**config.mk**
```make
export PLATFORM = sky130hd
export DESIGN_NAME = clock_gear
export DESIGN_NICKNAME = d
export VERILOG_FILES = /design/src/rtl/clkgear_pkg.sv /design/src/rtl/clkgear_ctrl.sv /design/src/rtl/clkgear_div.sv /design/src/rtl/clock_gear.sv
export SDC_FILE = /design/constraint.sdc
export NUM_CORES = 1
export LEC_CHECK = 0
export BUFFER_PORTS_ARGS = -buffer_cell sky130_fd_sc_hd__buf_4
export CAP_MARGIN = 20
export CORE_MARGIN = 4
export CORE_UTILIZATION = 53
export CTS_BUF_LIST = sky130_fd_sc_hd__clkbuf_4 sky130_fd_sc_hd__clkbuf_8
export CTS_CLUSTER_SIZE = 24
export DETAILED_ROUTE_END_ITERATION = 10
export GPL_ROUTABILITY_DRIVEN = 0
export PLACE_DENSITY = 0.77
export SLEW_MARGIN = 30
export SYNTH_ARGS = -nofsm -noshare
export SYNTH_HDL_FRONTEND = slang
export SYNTH_HIERARCHICAL = 1
export SYNTH_SLANG_ARGS = --single-unit
```
**constraint.sdc**
```tcl
create_clock -name clk -period 1.4 [get_ports clk]
set_input_delay 0.35 -clock clk [delete_from_list [all_inputs] [get_ports clk]]
set_output_delay 0.35 -clock clk [all_outputs]
set_load 0.01 [all_outputs]
```
**src/rtl/clkgear_pkg.sv**
```systemverilog
package clkgear_pkg;

    localparam int GEAR_W  = 3;
    localparam int MAX_LOG = 5;
    localparam int LOG_W   = 3;
    localparam int NSTREAM = 2;

    typedef enum logic [GEAR_W-1:0] {
        GEAR_D1   = 3'd0,
        GEAR_D2   = 3'd1,
        GEAR_D4   = 3'd2,
        GEAR_D8   = 3'd3,
        GEAR_D16  = 3'd4,
        GEAR_D32  = 3'd5,
        GEAR_RSV6 = 3'd6,
        GEAR_RSV7 = 3'd7
    } gear_code_e;

    // Upper field drives the bus stream, lower field the core stream.
    typedef struct packed {
        gear_code_e bus;
        gear_code_e core;
    } gear_ctrl_t;

    typedef logic [LOG_W-1:0] log2_t;

    // Map a field code to the base-2 log of its division ratio.
    function automatic log2_t gear_log2(gear_code_e code, bit en32);
        log2_t r;
        case (code)
            GEAR_D2:  r = 3'd1;
            GEAR_D4:  r = 3'd2;
            GEAR_D8:  r = 3'd3;
            GEAR_D16: r = 3'd4;
            GEAR_D32: r = en32 ? 3'd5 : 3'd4;
            default:  r = 3'd0;
        endcase
        return r;
    endfunction

endpackage

```
**src/rtl/clkgear_ctrl.sv**
```systemverilog
module clkgear_ctrl
    import clkgear_pkg::*;
(
    input  logic       clk,
    input  logic       rst,
    input  logic       wr_en,
    input  gear_ctrl_t wr_data,
    input  logic       lp_exit,
    input  logic       lp_wake_rst,
    output gear_ctrl_t ctrl_q
);

    logic restore;
    assign restore = lp_exit && lp_wake_rst;

    always_ff @(posedge clk) begin
        if (rst || restore) begin
            ctrl_q.core <= GEAR_D1;
            ctrl_q.bus  <= GEAR_D1;
        end else if (wr_en) begin
            ctrl_q <= wr_data;
        end
    end


    reset_wake_restore_chk: assert property (@(posedge clk) disable iff (rst)
        (lp_exit && lp_wake_rst) |=> (ctrl_q.core == GEAR_D1 && ctrl_q.bus == GEAR_D1));


    plain_wake_hold_chk: assert property (@(posedge clk) disable iff (rst)
        (lp_exit && !lp_wake_rst && !wr_en) |=> $stable(ctrl_q));

endmodule

```
**src/rtl/clkgear_div.sv**
```systemverilog
module clkgear_div
    import clkgear_pkg::*;
#(
    parameter bit ENABLE_DIV32 = 1'b1
) (
    input  logic       clk,
    input  logic       rst,
    input  gear_code_e code,
    output logic       ce,
    output log2_t      act_log2
);

    localparam int CNT_W = MAX_LOG;

    logic [CNT_W-1:0] cnt;
    logic [CNT_W-1:0] term;

    // Terminal count of the ratio in force: 2**act_log2 - 1.
    assign term = ~({CNT_W{1'b1}} << act_log2);
    assign ce   = (cnt == term);

    always_ff @(posedge clk) begin
        if (rst) begin
            cnt      <= '0;
            act_log2 <= '0;
        end else if (ce) begin
            cnt      <= '0;
            act_log2 <= gear_log2(code, ENABLE_DIV32);
        end else begin
            cnt      <= cnt + 1'b1;
        end
    end


    full_rate_pulse_chk: assert property (@(posedge clk) disable iff (rst)
        (act_log2 == '0) |-> ce);


    ratio_change_at_pulse_chk: assert property (@(posedge clk) disable iff (rst)
        !$stable(act_log2) |-> $past(ce));


    count_advance_chk: assert property (@(posedge clk) disable iff (rst)
        !ce |=> (cnt == $past(cnt) + 1'b1));


    ratio_bound_chk: assert property (@(posedge clk) disable iff (rst)
        ENABLE_DIV32 ? (act_log2 <= 3'd5) : (act_log2 <= 3'd4));

endmodule

```
**src/rtl/clock_gear.sv**
```systemverilog
module clock_gear
    import clkgear_pkg::*;
#(
    parameter bit ENABLE_DIV32 = 1'b1
) (
    input  logic       clk,
    input  logic       rst,
    input  logic       gear_wr,
    input  logic [5:0] gear_wdata,
    input  logic       lp_exit,
    input  logic       lp_wake_rst,
    output logic       core_ce,
    output logic       bus_ce,
    output logic       core_full_speed
);

    localparam int CORE_IDX = 0;
    localparam int BUS_IDX  = 1;

    gear_ctrl_t ctrl_q;
    gear_code_e codes [NSTREAM];
    logic       ces   [NSTREAM];
    log2_t      acts  [NSTREAM];

    clkgear_ctrl u_ctrl (
        .clk        (clk),
        .rst        (rst),
        .wr_en      (gear_wr),
        .wr_data    (gear_ctrl_t'(gear_wdata)),
        .lp_exit    (lp_exit),
        .lp_wake_rst(lp_wake_rst),
        .ctrl_q     (ctrl_q)
    );

    assign codes[CORE_IDX] = ctrl_q.core;
    assign codes[BUS_IDX]  = ctrl_q.bus;

    for (genvar s = 0; s < NSTREAM; s++) begin : g_stream
        clkgear_div #(.ENABLE_DIV32(ENABLE_DIV32)) u_div (
            .clk     (clk),
            .rst     (rst),
            .code    (codes[s]),
            .ce      (ces[s]),
            .act_log2(acts[s])
        );
    end

    assign core_ce = ces[CORE_IDX];
    assign bus_ce  = ces[BUS_IDX];
    assign core_full_speed = (gear_log2(ctrl_q.core, ENABLE_DIV32) == '0)
                          && (acts[CORE_IDX] == '0);


    full_speed_pulse_chk: assert property (@(posedge clk) disable iff (rst)
        core_full_speed |-> core_ce);


    reset_release_chk: assert property (@(posedge clk)
        $past(rst) |-> (core_ce && bus_ce && core_full_speed));

endmodule

```
==> results.yml, run 1 <==
worst_hold_path:
  hold_path.class: "input port to flip-flop"
sta:
  finalSetupViolCount: 18
  fin_skew_ns: 0.00537
  worst_slew_pin_slew_ns: 0.286
  hold_violations: 0
  relSlewSlack_pct: 80.9
  fin_tns_setup_ns: -2.12
  fin_ws_ns: -0.425
  min_period_over_period_pct: 130
  fmax_ghz: 0.548
  slew_violations: 0
  rsz0062_at_grt: "yes"
  period_minus_slack_ns: 1.83
grt:
  first_global_vias: 965
  antenna_found_initial: 0
  grt_max_degree: 24
  grtUsageTotal_pct: 18.9
  grt_pass1_wl_um: 4140
  grt.overflow.total: 0
cts:
  cts_buffers: 3
  clock_path_buffers: 2
  htree_levels: 1
  clock-sinks: 22
  insertion_delay_ns: 0.29
  cts_hold_buf: 0
  clkSlewWorstSetupHoldPaths_ns: 0.12
  root_buffer: "clkbuf_4"
  cts_tree: "yes"
worst_setup_path:
  path_cells: "or3_4, a2111oi_4, buf_4"
  critical_path_buf_inv_count: 1
  endpoint_kind: "output port"
  required_ns: 1.05
  cp_data_arrival_time_ns: 1.48
  crit_path_max_incr_delay_ns: 0.39
  crit_family: "simple AND/OR/NAND/NOR gates"
  path_class: "flip-flop to output port"
  critPathSlowestCell: "or3_4"
  path_max_fanout: 2
  start_kind: "flip-flop"
place:
  hpwl_um: 1770
  placedCellCount: 163
  pre_cts_ws_ns: -0.104
  io_buffer_count: 13
flow_run:
  maxCapViolCount: 0
logic_synthesis:
  netlist_area_sq_um: 1170
  ys_types: 29
  postSynthAreaPerCell_sq_um: 11.0
  synth_warnings: 6
  synth_fp_nets: 120
  yosys.area_share.simple_pct: 28.2
  synth-seq-cells: 22
  synth-compound-area-share_pct: 14.3
  synth_top_family_by_area: "simple AND/OR/NAND/NOR gates"
  synthCells: 107
  synth_fa_ha_area_share_pct: 2.13
  synth_xor_area_share_pct: 5.98
  synth_seq_area_share_pct: 37.6
  synthMuxAreaShare_pct: 10.2
route:
  route.detailed.drc: 0
  first_pass_iters: 4
  vias: 964
  drt_iter0_drc: 6
  vias_per_cell: 5.67
  wl_um: 2510
  wire_per_inst_um: 14.8
  ant_nets: 0
die:
  die_h_um: 55.0
  die_area_sq_um: 3030
  num_rows: 16
  io_pins: 14
  core_area_sq_um: 2020
  initial_core_util_pct: 58.0
  die_width_um: 55.0
power_and_ir_drop:
  switching_share_pct: 30.5
  p_clk_share_pct: 19.5
  pwr_density_cell_nw_per_um2: 1070
  p_int_mw: 1.20
  cellLeakagePower_nw: 0.657
  max-vdd-ir-drop_v: 0.000900
  p_comb_share_pct: 38.0
  seqPwrFrac_pct: 42.5
  p_switching_mw: 0.525
layout:
  fin_cells: 170
  diodes: 0
  nets: 157
  nFillCells: 126
  syn_to_final_growth_pct: 36.8
  final_common_cell: "buf_4"
  mostFrequentLayoutCells: "buf_4 (33), mux2i_1 (12), dfxtp_1 (12), dfxtp_4 (6), nor2_1 (6)"
  drive_above_1_share_pct: 53.8
outcome:
  outcome: "complete, but fails checks"
  failed_checks: "negative setup slack"
[synth_stat cells]
library cell	n	area, sq um
nand2b_1	2	12.5
nor4b_2	2	30.0
nand4_1	2	12.5
or3b_2	4	35.0
and4bb_2	4	50.1
or3_4	1	11.3
nor2_2	2	12.5
dfxtp_1	22	440
or2b_1	4	30.0
nor2_1	6	22.5
a2111oi_4	2	55.1
ha_1	2	25.0
xor2_1	4	35.0
mux2i_1	12	120
clkbuf_1	2	7.51
a2111oi_2	1	15.0
a22oi_4	2	42.5
nor3_1	8	40.0
nand2_1	3	11.3
nand3b_1	2	15.0
buf_6	1	11.3
nor4_1	2	12.5
nand3_1	4	20.0
a21o_1	1	7.51
o21ai_1	2	10.0
xnor2_1	4	35.0
o2111a_1	2	22.5
a22oi_1	2	15.0
nor3b_1	2	15.0
[tightest hold or removal path: stages]
cell     delay (ns)
buf_4          0.08
mux2i_1        0.06
nor2_1         0.08
[what timing repair did]
item	4_1_cts	5_1_grt
gates resized for setup	17	8
endpoints found under the setup margin	18	19
pin swaps	7	2
hold endpoints to repair	0	0
buffers inserted	2	3
[state kept, by name, summed over array words and instances (netlist names)]
register and count:
g_stream.u_div/act_log2 6, g_stream.u_div/cnt 10, u_ctrl/ctrl_q 6
[metrics by stage]
stage / util (%) / hold WS, ns / total power [mW] / cell area (sq um)
after floorplan: - / 0.458 / 1.07 / 1180
after global placement: 71.1 / 0.473 / 1.28 / 1440
after detailed placement: 71.1 / 0.493 / 1.31 / 1440
after CTS: 77.2 / 0.288 / 1.73 / 1560
after global routing: 79.3 / 0.273 / 1.83 / 1600
final: 79.3 / 0.290 / 1.72 / 1600
[power groups by stage]
stage	combinational, mW	sequential (mW)	clock [mW]
floorplan	0.324	0.743	0
global placement	0.545	0.737	0
detailed placement	0.565	0.741	0
CTS	0.650	0.727	0.349
global route	0.706	0.740	0.381
finish	0.654	0.731	0.336
[final cells by class]
class | count | area [sq um] | share of cell area (%)
clock buffer | 4 | 36.3 | 2.26
multi-input combinational | 82 | 796 | 49.6
sequential | 22 | 468 | 29.2
tap | 27 | 33.8 | 2.11
timing repair buffer | 35 | 270 | 16.8
[logic make-up after synthesis]
kind of cell | Yosys count
DFF | 22
muxes | 12
adders and majority gates | 2
and+or+nand+nor | 48
xor gates and xnor gates | 8
buffers and inverters | 3
AOI/OAI and AO/OA | 12
[metal layers]
metal | up-vias | track usage (%) | wire length (um)
met4 | 0 | 6.48 | 27
met2 | 8 | 35.2 | 1360
met1 | 476 | 21.1 | 1080
li1 | 476 | - | -
met3 | 4 | 3.49 | 55
met5 | - | 0 | 0
[path summary, 6_finish.rpt]
check / startpoint / endpoint / slack, ns / cells after the start
max: u_ctrl/ctrl_q[0] / core_full_speed / -0.43 / 3
min: gear_wdata[3] / u_ctrl/ctrl_q[3] / 0.29 / 3
max reg2reg: g_stream[1].u_div/act_log2[0] / g_stream[1].u_div/act_log2[0] / -0.12 / 5
min reg2reg: u_ctrl/ctrl_q[3] / g_stream[1].u_div/act_log2[0] / 0.51 / 2
No activity file was read; power rests on OpenSTA's default activity.
==> run 2: changes to the inputs <==
--- a/config.mk
+++ b/config.mk
@@ -14,6 +14,7 @@
 export DETAILED_ROUTE_END_ITERATION = 10
 export GPL_ROUTABILITY_DRIVEN = 0
 export PLACE_DENSITY = 0.77
+export REMOVE_ABC_BUFFERS = 1
 export SLEW_MARGIN = 30
 export SYNTH_ARGS = -nofsm -noshare
 export SYNTH_HDL_FRONTEND = slang
==> run 2 against run 1 <==
The flow still finishes with violations (negative setup slack). Clock-buffer cell count is the same. Clock skew shrank 0.0036 ns. Largest power group is now combinational cells. Via count grew 3.0%. Non-clock buffer count is the same. Maximum frequency shrank 4.9%. Final area grew 5.3%. Critical path type unchanged. Cell count is the same. Clock power grew 6.3%. Sequential power grew 0.8%. Combinational power grew 33%. First-iteration DRC count grew to 4.8 times the previous value. Utilization grew 4.2 points.
==> results.yml, run 2 (same netlist as run 1, synthesis figures left out) <==
cts:
  root_buffer: "clkbuf_4"
  clkSlewWorstSetupHoldPaths_ns: 0.12
  clock_path_buffers: 2
  insertion_delay_ns: 0.31
  htree_levels: 1
  cts_buffers: 3
  clock-sinks: 22
  cts_tree: "yes"
worst_setup_path:
  path_class: "flip-flop to output port"
  path_max_fanout: 6
  worstReg2RegStart: "g_stream[1].u_div/act_log2[0]"
  crit_path_end: "bus_ce"
  r2r_setup_slack_ns: -0.17
  rr_endpoint: "g_stream[1].u_div/act_log2[2]"
  crit_start: "g_stream[1].u_div/act_log2[0]"
  cp_data_arrival_time_ns: 1.57
  endpoint_kind: "output port"
  required_ns: 1.05
  rr_worst_depth: 5
  start_kind: "flip-flop"
grt:
  antenna_found_initial: 0
  grtUsageTotal_pct: 20.7
  first_global_vias: 946
  use_met1_pct: 26.7
  met2_usage_pct: 33.7
  grt.overflow.total: 0
  grt_max_degree: 14
  grt_pass1_wl_um: 4420
  top_usage_layer: "met2"
  grt_use_met3_pct: 4.83
layout:
  nets: 157
  register_area_sq_um: 470
  nFillCells: 102
  mostFrequentLayoutCells: "buf_4 (29), mux2i_1 (12), dfxtp_1 (12), dfxtp_4 (7), nor2_1 (6)"
  largest_registers: "g_stream.u_div/cnt x10, g_stream.u_div/act_log2 x6, u_ctrl/ctrl_q x6"
  diodes: 0
  top_register: "g_stream.u_div/cnt"
  largest_reg_flops: 10
  multiInputGateArea_sq_um: 851
  final_common_cell: "buf_4"
  drive_above_1_share_pct: 58.0
  fin_cells: 170
  syn_to_final_growth_pct: 44.1
sta:
  worst_slew_pin_slew_ns: 0.319
  hold_violations: 0
  relSlewSlack_pct: 78.7
  fin_tns_setup_ns: -2.97
  period_minus_slack_ns: 1.92
  rsz0062_at_grt: "yes"
  fmax_ghz: 0.521
  fin_skew_ns: 0.00174
  min_period_over_period_pct: 137
  finalSetupViolCount: 17
  fin_ws_ns: -0.520
  slew_violations: 0
power_and_ir_drop:
  seqPwrFrac_pct: 37.6
  p_int_mw: 1.32
  cellLeakagePower_nw: 0.684
  p_total_mw: 1.96
  p_switching_mw: 0.639
  max-vdd-ir-drop_v: 0.000908
  switching_share_pct: 32.6
  p_comb_share_pct: 44.2
  pwr_density_cell_nw_per_um2: 1160
  p_clk_share_pct: 18.2
die:
  die_width_um: 55.0
  io_pins: 14
  die_h_um: 55.0
  num_rows: 16
  core_area_sq_um: 2020
  die_area_sq_um: 3030
  initial_core_util_pct: 58.0
place:
  hpwl_um: 1710
  io_buffer_count: 13
  placedCellCount: 161
flow_run:
  maxCapViolCount: 0
worst_hold_path:
  hold_depth: 3
  hold_path.class: "input port to flip-flop"
route:
  wire_per_inst_um: 17.1
  drt_iter0_drc: 29
  first_pass_iters: 4
  vias_per_cell: 5.84
  route.detailed.drc: 0
  ant_nets: 0
  wl_um: 2900
  vias: 993
outcome:
  failed_checks: "negative setup slack"
  outcome: "complete, but fails checks"
[run 2: power groups by stage]
stage / registers (mW) / clock network, mW / logic (mW)
6_report: 0.737 / 0.357 / 0.867
5_1_grt: 0.744 / 0.389 / 0.914
4_1_cts: 0.731 / 0.371 / 0.614
3_5_place_dp: 0.742 / 0 / 0.547
3_3_place_gp: 0.737 / 0 / 0.537
2_1_floorplan: 0.741 / 0 / 0.313
[run 2: timing repair]
action                     4_1_cts  5_1_grt
setup buffers                    3        4
pin swaps                        7       10
setup endpoints to repair       19       19
resized for setup               20       27
hold buffers                     0        0
[run 2: worst min path at each step]
| stage | from | endpoint | slack, ns |
|---|---|---|---|
| after floorplan | rst | g_stream[0].u_div/cnt[1] | 0.43 |
| after global placement | u_ctrl/ctrl_q[3] | u_ctrl/ctrl_q[3] | 0.48 |
| after detailed placement | u_ctrl/ctrl_q[3] | u_ctrl/ctrl_q[3] | 0.50 |
| after CTS | gear_wdata[4] | u_ctrl/ctrl_q[4] | 0.25 |
| after global routing | gear_wdata[3] | u_ctrl/ctrl_q[3] | 0.27 |
| final | gear_wdata[4] | u_ctrl/ctrl_q[4] | 0.27 |
[run 2: metal layers]
layer,up-vias,wire length (um)
met3,4,105
met5,-,0
met2,19,1430
met1,492,1340
li1,478,-
met4,0,19
[run 2: metrics by stage]
stage | hold slack, ns | worst slack (ns) | util [%] | cell area [sq um]
floorplan | 0.426 | -0.0981 | - | 1150
detailed placement | 0.504 | -0.157 | 69.9 | 1410
global route | 0.272 | -0.548 | 83.5 | 1690
finish | 0.268 | -0.520 | 83.5 | 1690
global placement | 0.478 | -0.106 | 69.9 | 1410
CTS | 0.254 | -0.465 | 75.7 | 1530
[run 2: area by class of cell]
type                            instances  share of cell area, %
Multi-Input combinational cell         82                   50.4
Sequential cell                        22                   27.9
Timing Repair Buffer                   35                   17.6
Clock buffer                            4                   2.15
Tap cell                               27                   2.00
[run 2: worst max-delay path: stages (launching register included)]
cell,delay (ns)
dfxtp_4,0.40
a2111oi_4,0.40
nor2_2,0.11
a22oi_4,0.21
buf_6,0.14
==> run 3: changes to the inputs <==
--- a/config.mk
+++ b/config.mk
@@ -6,7 +6,7 @@
 export NUM_CORES = 1
 export LEC_CHECK = 0
 export BUFFER_PORTS_ARGS = -buffer_cell sky130_fd_sc_hd__buf_4
-export CAP_MARGIN = 20
+export CAP_MARGIN = 10
 export CORE_MARGIN = 4
 export CORE_UTILIZATION = 53
 export CTS_BUF_LIST = sky130_fd_sc_hd__clkbuf_4 sky130_fd_sc_hd__clkbuf_8
@@ -14,6 +14,7 @@
 export DETAILED_ROUTE_END_ITERATION = 10
 export GPL_ROUTABILITY_DRIVEN = 0
 export PLACE_DENSITY = 0.77
+export RECOVER_POWER = 100
 export REMOVE_ABC_BUFFERS = 1
 export SLEW_MARGIN = 30
 export SYNTH_ARGS = -nofsm -noshare
==> run 3 against run 2 <==
The flow still finishes with violations (negative setup slack). Highest routed layer unchanged. Via count decreased by 0.40%. Sequential share of layout area increased by 0.083 points. Utilization decreased by 0.25 points. Largest power group unchanged. Worst hold slack improved by 0.00053 ns. Global-route usage unchanged. Routed wire length decreased by 0.38%. Clock power about the same. Critical path type unchanged. Die area unchanged. Largest cell class unchanged.
==> results.yml, run 3 (same netlist as run 1, synthesis figures left out) <==
outcome:
  outcome: "complete, but fails checks"
  failed_checks: "negative setup slack"
sta:
  fin_skew_ns: 0.00257
  worst_slew_pin_slew_ns: 0.379
  period_minus_slack_ns: 1.92
  fmax_ghz: 0.521
  fin_ws_ns: -0.518
  min_period_over_period_pct: 137
  hold_violations: 0
  relSlewSlack_pct: 74.8
  finalSetupViolCount: 18
  rsz0062_at_grt: "yes"
  slew_violations: 0
  fin_tns_setup_ns: -3.02
grt:
  grt_max_degree: 14
  antenna_found_initial: 0
  use_met1_pct: 26.7
  met2_usage_pct: 33.7
  grt.overflow.total: 0
  grt_pass1_wl_um: 4420
  grtUsageTotal_pct: 20.7
  top_usage_layer: "met2"
  first_global_vias: 946
  grt_use_met3_pct: 4.83
worst_setup_path:
  endpoint_kind: "output port"
  start_kind: "flip-flop"
  r2r_setup_slack_ns: -0.17
  cp_data_arrival_time_ns: 1.57
  path_max_fanout: 6
  crit_start: "g_stream[1].u_div/act_log2[0]"
  worstReg2RegStart: "g_stream[1].u_div/act_log2[0]"
  path_class: "flip-flop to output port"
  rr_worst_depth: 5
  rr_endpoint: "g_stream[1].u_div/act_log2[2]"
  required_ns: 1.05
die:
  num_rows: 16
  initial_core_util_pct: 58.0
  io_pins: 14
  core_area_sq_um: 2020
  die_h_um: 55.0
  die_area_sq_um: 3030
  die_width_um: 55.0
power_and_ir_drop:
  p_int_mw: 1.32
  max-vdd-ir-drop_v: 0.000906
  seqPwrFrac_pct: 37.6
  p_switching_mw: 0.636
  p_total_mw: 1.96
  switching_share_pct: 32.5
  p_comb_share_pct: 44.1
  pwr_density_cell_nw_per_um2: 1160
  cellLeakagePower_nw: 0.682
  p_clk_share_pct: 18.2
cts:
  clkSlewWorstSetupHoldPaths_ns: 0.12
  cts_hold_buf: 0
  htree_levels: 1
  cts_buffers: 3
  cts_tree: "yes"
  insertion_delay_ns: 0.31
  root_buffer: "clkbuf_4"
  clock_path_buffers: 2
  clock-sinks: 22
route:
  wire_per_inst_um: 17.0
  wl_um: 2890
  vias_per_cell: 5.82
  ant_nets: 0
  route.detailed.drc: 0
  first_pass_iters: 4
  vias: 989
  drt_iter0_drc: 30
place:
  io_buffer_count: 13
  pre_cts_ws_ns: -0.157
  placedCellCount: 161
  hpwl_um: 1710
  dpl_cell_area_sq_um: 1410
layout:
  largest_reg_flops: 10
  final_cell_area_sq_um: 1680
  drive_above_1_share_pct: 58.0
  syn_to_final_growth_pct: 43.7
  final_common_cell: "buf_4"
  nets: 157
  fin_cells: 170
  top_register: "g_stream.u_div/cnt"
  diodes: 0
  largest_registers: "g_stream.u_div/cnt x10, g_stream.u_div/act_log2 x6, u_ctrl/ctrl_q x6"
  mostFrequentLayoutCells: "buf_4 (27), mux2i_1 (12), dfxtp_1 (12), dfxtp_4 (7), nor2_1 (6)"
worst_hold_path:
  min_from: "gear_wdata[4]"
  hold_end: "u_ctrl/ctrl_q[4]"
  hold_depth: 3
  hold_path.class: "input port to flip-flop"
flow_run:
  maxCapViolCount: 0
-- run 3: area by class of cell --
cell class	count	area [sq um]
fillers	103	338
multi-input cells	82	851
repair buffers	35	293
flip-flops and latches	22	470
clock buffers	4	36.3
well taps	27	33.8
-- run 3: per-layer routing --
| layer | share of wire, % | vias up | wire [um] |
|---|---|---|---|
| li1 | - | 478 | - |
| met1 | 46 | 488 | 1330 |
| met2 | 49 | 19 | 1430 |
| met3 | 3.8 | 4 | 111 |
| met4 | 0.66 | 0 | 19 |
| met5 | 0 | - | 0 |
-- run 3: power groups by stage --
| stage | sequential [mW] | combinational (mW) | clock [mW] |
|---|---|---|---|
| floorplan | 0.741 | 0.313 | 0 |
| global placement | 0.737 | 0.537 | 0 |
| detailed placement | 0.742 | 0.547 | 0 |
| CTS | 0.731 | 0.614 | 0.371 |
| global route | 0.744 | 0.912 | 0.389 |
| finish | 0.736 | 0.863 | 0.356 |
-- run 3: worst max-delay path, cell delays in order (launching register included) --
cell and delay (ns):
dfxtp_4 0.40, a2111oi_4 0.40, nor2_2 0.10, a22oi_4 0.21, buf_6 0.14
-- run 3: how the worst max path moves through the flow --
stage / end / slack [ns] / cells past startpoint
2_1_floorplan: core_ce / -0.1 / 3
3_3_place_gp: bus_ce / -0.11 / 4
3_5_place_dp: core_ce / -0.16 / 4
4_1_cts: core_full_speed / -0.47 / 3
5_1_grt: bus_ce / -0.55 / 4
6_report: bus_ce / -0.52 / 4
-- run 3: metrics by stage --
stage          hold slack [ns]  utilization (%)
2_1_floorplan            0.426                -
3_3_place_gp             0.478             69.9
3_5_place_dp             0.504             69.9
4_1_cts                  0.254             75.7
5_1_grt                  0.272             83.3
6_report                 0.268             83.3
-- run 3: repair_timing --
item	4_1_cts	5_1_grt
pin swaps	7	10
resized for setup	20	27
setup endpoints to repair	19	19
setup buffers	3	4
endpoints found under the hold margin	0	0
